## src/rtl/stepdir_pkg.sv

```systemverilog
package stepdir_pkg;
  localparam int unsigned DEF_POS_W  = 10;
  localparam int unsigned DEF_STAGES = 2;

  typedef enum logic {
    DIR_DOWN = 1'b0,
    DIR_UP   = 1'b1
  } dir_e;
endpackage

```

## src/rtl/stepdir_sync.sv

```systemverilog
module stepdir_sync #(
  parameter int unsigned STAGES = 2,
  parameter int unsigned WIDTH  = 2
) (
  input  logic             clk_i,
  input  logic             rst_ni,
  input  logic [WIDTH-1:0] d_i,
  output logic [WIDTH-1:0] q_o
);
  logic [WIDTH-1:0] chain_q [STAGES];

  always_ff @(posedge clk_i or negedge rst_ni) begin
    if (!rst_ni) begin
      for (int i = 0; i < STAGES; i++) chain_q[i] <= '0;
    end else begin
      chain_q[0] <= d_i;
      for (int i = 1; i < STAGES; i++) chain_q[i] <= chain_q[i-1];
    end
  end

  assign q_o = chain_q[STAGES-1];
endmodule

```

## src/rtl/stepdir_edge.sv

```systemverilog
module stepdir_edge #(
  parameter int unsigned ARM_CYCLES = 3
) (
  input  logic clk_i,
  input  logic rst_ni,
  input  logic lvl_i,
  input  logic both_i,
  output logic edge_o
);
  localparam int unsigned ArmW = $clog2(ARM_CYCLES + 1);

  logic            prev_q;
  logic [ArmW-1:0] arm_q;
  logic            armed;
  logic            rise, fall;

  assign armed = (arm_q == ArmW'(ARM_CYCLES));

  // history tracks the level during arming so a level held at release is not an edge
  always_ff @(posedge clk_i or negedge rst_ni) begin
    if (!rst_ni) begin
      prev_q <= 1'b0;
      arm_q  <= '0;
    end else begin
      prev_q <= lvl_i;
      if (!armed) arm_q <= arm_q + 1'b1;
    end
  end

  assign rise   = lvl_i & ~prev_q;
  assign fall   = ~lvl_i & prev_q;
  assign edge_o = armed & (rise | (both_i & fall));
endmodule

```

## src/rtl/stepdir_pos.sv

```systemverilog
module stepdir_pos
  import stepdir_pkg::*;
#(
  parameter int unsigned POS_W = DEF_POS_W
) (
  input  logic             clk_i,
  input  logic             rst_ni,
  input  logic             evt_i,
  input  logic             dir_i,
  output logic [POS_W-1:0] pos_o,
  output logic             step_o,
  output logic             dir_o
);
  logic [POS_W-1:0] pos_q;
  logic             step_q;
  dir_e             dir_q;

  always_ff @(posedge clk_i or negedge rst_ni) begin
    if (!rst_ni) begin
      pos_q  <= '0;
      step_q <= 1'b0;
      dir_q  <= DIR_DOWN;
    end else begin
      step_q <= evt_i;
      if (evt_i) begin
        dir_q <= dir_e'(dir_i);
        if (dir_i) pos_q <= pos_q + 1'b1;
        else       pos_q <= pos_q - 1'b1;
      end
    end
  end

  assign pos_o  = pos_q;
  assign step_o = step_q;
  assign dir_o  = dir_q;
endmodule

```

## src/rtl/stepdir_pos_decoder.sv

```systemverilog
module stepdir_pos_decoder
  import stepdir_pkg::*;
#(
  parameter int unsigned POS_W  = DEF_POS_W,
  parameter int unsigned STAGES = DEF_STAGES
) (
  input  logic             clk_i,
  input  logic             rst_ni,
  input  logic             step_i,
  input  logic             dir_i,
  input  logic             both_edges_i,
  output logic [POS_W-1:0] pos_o,
  output logic             step_o,
  output logic             dir_o
);
  localparam int unsigned ArmCycles = STAGES + 1;

  logic [1:0] raw, synced;
  logic       evt;

  assign raw = {dir_i, step_i};

  stepdir_sync #(.STAGES(STAGES), .WIDTH(2)) u_sync (
    .clk_i (clk_i),
    .rst_ni(rst_ni),
    .d_i   (raw),
    .q_o   (synced)
  );

  stepdir_edge #(.ARM_CYCLES(ArmCycles)) u_edge (
    .clk_i (clk_i),
    .rst_ni(rst_ni),
    .lvl_i (synced[0]),
    .both_i(both_edges_i),
    .edge_o(evt)
  );

  stepdir_pos #(.POS_W(POS_W)) u_pos (
    .clk_i (clk_i),
    .rst_ni(rst_ni),
    .evt_i (evt),
    .dir_i (synced[1]),
    .pos_o (pos_o),
    .step_o(step_o),
    .dir_o (dir_o)
  );
endmodule

```

## config.mk

```make
export PLATFORM = sky130hd
export DESIGN_NAME = stepdir_pos_decoder
export DESIGN_NICKNAME = d
export VERILOG_FILES = /design/src/rtl/stepdir_pkg.sv /design/src/rtl/stepdir_sync.sv /design/src/rtl/stepdir_edge.sv /design/src/rtl/stepdir_pos.sv /design/src/rtl/stepdir_pos_decoder.sv
export SDC_FILE = /design/constraint.sdc
export NUM_CORES = 1
export LEC_CHECK = 0
export BUFFER_PORTS_ARGS = -buffer_cell sky130_fd_sc_hd__buf_2
export CORE_MARGIN = 2
export CORE_UTILIZATION = 45
export CTS_CLUSTER_DIAMETER = 120
export CTS_CLUSTER_SIZE = 16
export DETAILED_ROUTE_END_ITERATION = 12
export HOLD_SLACK_MARGIN = 0.12
export PLACE_DENSITY = 0.77
export SYNTH_ARGS = -nofsm -noshare
export SYNTH_HDL_FRONTEND = slang
export SYNTH_HIERARCHICAL = 1
export SYNTH_SLANG_ARGS = --single-unit
```

## constraint.sdc

```tcl
create_clock -name clk_i -period 4.1 [get_ports clk_i]
set_input_delay 0.82 -clock clk_i [delete_from_list [all_inputs] [get_ports clk_i]]
set_output_delay 0.82 -clock clk_i [all_outputs]
set_load 0.02 [all_outputs]
```

==> flow_summary.ini <==
[finish]
final_nets = 130
num_antenna_cells = 0
layout-drive-gt1-share_pct = 22.8
final_cell_mix = 19 x dfrtp_1, 16 x buf_2, 9 x ha_1, 6 x nand2_1, 5 x inv_1
layout_commonest_cell = dfrtp_1
syn_to_final_growth_pct = 11.6
utilization_pct = 53.8

[floorplan]
core_area_mm2 = 0.00223
row_count = 17
initial_core_util_pct = 48.2
io_pins = 17
dieWidth_um = 52.9
die_h_um = 52.9
fp.dieArea_mm2 = 0.00280

[drt]
first_iter_violations = 20
vias = 788
ant_nets = 0
wl_met1_um = 873
wl_met2_um = 920
drtPass1Iterations = 4
avgRoutedWirePerCell_um = 13.2
via_per_inst = 5.55
drc = 0
route.met3.wl_um = 82
totalWireLength_mm = 1.88
top_layer = met3

[grt]
grt_overflow_total = 0
grt_max_degree = 20
grt_pass1_wl_mm = 3.13
grt_antenna_before_repair = 0
grt_usage_pct = 16.0
grt_pass1_vias = 715

[sta]
worstMarginPinSlew_ps = 415
clock-skew-final_ps = 9.39
fin_crit_ps = 2230
setup_tns_ps = 0
drv_slew = 0
whs_ps = 363
relSlewSlack_pct = 72.3
finalHoldViolCount = 0
setup_slack_ps = 1870
period_share_pct = 54.3
rsz0062_at_grt = false
fmax_mhz = 449
final-setup-viol-count = 0

[job]
maxCapViolCount = 0

[worst_setup_path]
required_ps = 4360
worstSetupStartpointType = flop
crit_path_max_fanout = 8
path_class = flop to flop
cp.arrival_ps = 2480
crit_path_end_kind = flop

[cts]
cts_setup_buffers = 0
cts_sinks = 19
cts-root-buf = clkbuf_4
cts_tree = yes
path_clk_slew_ps = 130
ctsHoldBuffers = 0
cts_made_buffers = 3
cts_max_path_buffers = 2
h-tree-depth = 1
clk_latency_ps = 310
cts_resized = 0

[yosys]
synthDistinctLibCells = 37
synth-seq-cells = 19
async_flop_share_pct = 100
synthesis.nets = 112
syn_inst = 97
synth_edf_count = 0
ys_seq_area_share_pct = 44.1
synth_ff_type = dfrtp_1
yosysWarnings = 6
syn_area_mm2 = 0.00108
syn_avg_cell_area_um2 = 11.1

[power_and_ir_drop]
cellLeakagePower_nw = 0.567
power_uw = 882
p_per_area_mw_per_mm2 = 734
peakVddDrop_mv = 0.340

[placed_design]
pre_cts_ws_ps = 1780
numPortBuffers = 16
hpwlAfterDp_mm = 1.42
gp_congestion = 0.812

[status]
status = completed

[hold_path]
worstHoldPathType = flop to flop
sequential cells by signal (all words and copies together) (netlist names):
| name | count |
|---|---|
| u_pos/pos_o | 10 |
| u_edge/arm_q | 2 |
| u_sync/chain_q | 2 |
| u_sync/q_o | 2 |
| u_edge/prev_q | 1 |
| u_pos/dir_o | 1 |
| u_pos/step_o | 1 |
final cells by class:
type                            instances  area [um^2]
Clock buffer                            3         22.5
Clock inverter                          1         7.51
Fill cell                             204         1030
Inverter                                6         22.5
Multi-Input combinational cell         69          559
Sequential cell                        19          475
Tap cell                               28         35.0
Timing Repair Buffer                   16         80.1
metrics by stage:
| step | area, um^2 | instances |
|---|---|---|
| after floorplan | 1080 | 97 |
| after global placement | 1170 | 138 |
| after detailed placement | 1170 | 138 |
| after CTS | 1200 | 142 |
| after global routing | 1200 | 142 |
| final | 1200 | 142 |
worst paths after layout:
check	start	to	slack (ps)	cells past startpoint
min	u_sync/chain_q[3]	u_sync/q_o[1]	360	0
min reg2reg	u_sync/chain_q[3]	u_sync/q_o[1]	360	0
max reg2reg	u_sync/q_o[1]	u_pos/pos_o[9]	1870	7
max	u_sync/q_o[1]	u_pos/pos_o[9]	1870	7
min in group asynchronous	rst_ni	u_pos/pos_o[4]	420	1
max in group asynchronous	rst_ni	u_pos/pos_o[2]	3380	1
routing by layer:
layer	GRT usage, %	up-vias
met5	0	-
met4	2.56	0
met3	5.93	0
met2	26.5	13
met1	20.2	375
li1	-	400
kinds of logic (layout without fill, tap and decap cells):
group                      count (synthesis)  in the layout  share of synthesized area [%]
AOI/OAI and AO/OA                         30             30                           21.3
DFF                                       19             19                           44.1
and+or+nand+nor                           19             19                           8.83
adders and majority gates                 10             10                           12.3
buffers and inverters                      9             26                           3.95
xor gates and xnor gates                   5              5                           4.07
muxes                                      5              5                           5.46
Yosys cell counts (all sizes together), types with 3 or more instances:
| cell | number | area, um^2 |
|---|---|---|
| ha | 9 | 113 |
| xnor2 | 3 | 26.3 |
| a21o | 5 | 38.8 |
| nor2 | 4 | 15.0 |
| o21a | 4 | 30.0 |
| inv | 5 | 18.8 |
| mux2 | 4 | 48.8 |
| buf | 3 | 20.0 |
| nand2 | 6 | 22.5 |
| o21ai | 3 | 15.0 |
| a211oi | 3 | 27.5 |
| dfrtp | 19 | 475 |
power by group:
| part | internal (mW) | switching, mW | total (mW) |
|---|---|---|---|
| combinational | 0.214 | 0.277 | 0.491 |
| clock | 0.0372 | 0.0651 | 0.102 |
| sequential | 0.243 | 0.0462 | 0.289 |
worst max-delay path: stages (launching register included):
cell and delay [ps]:
dfrtp_1 450, inv_1 200, ha_1 400, o21ai_1 120, o21a_1 220, or3_1 410, a211o_1 300, nand3_1 80
Note: power is estimated with default switching activity, not from simulation.
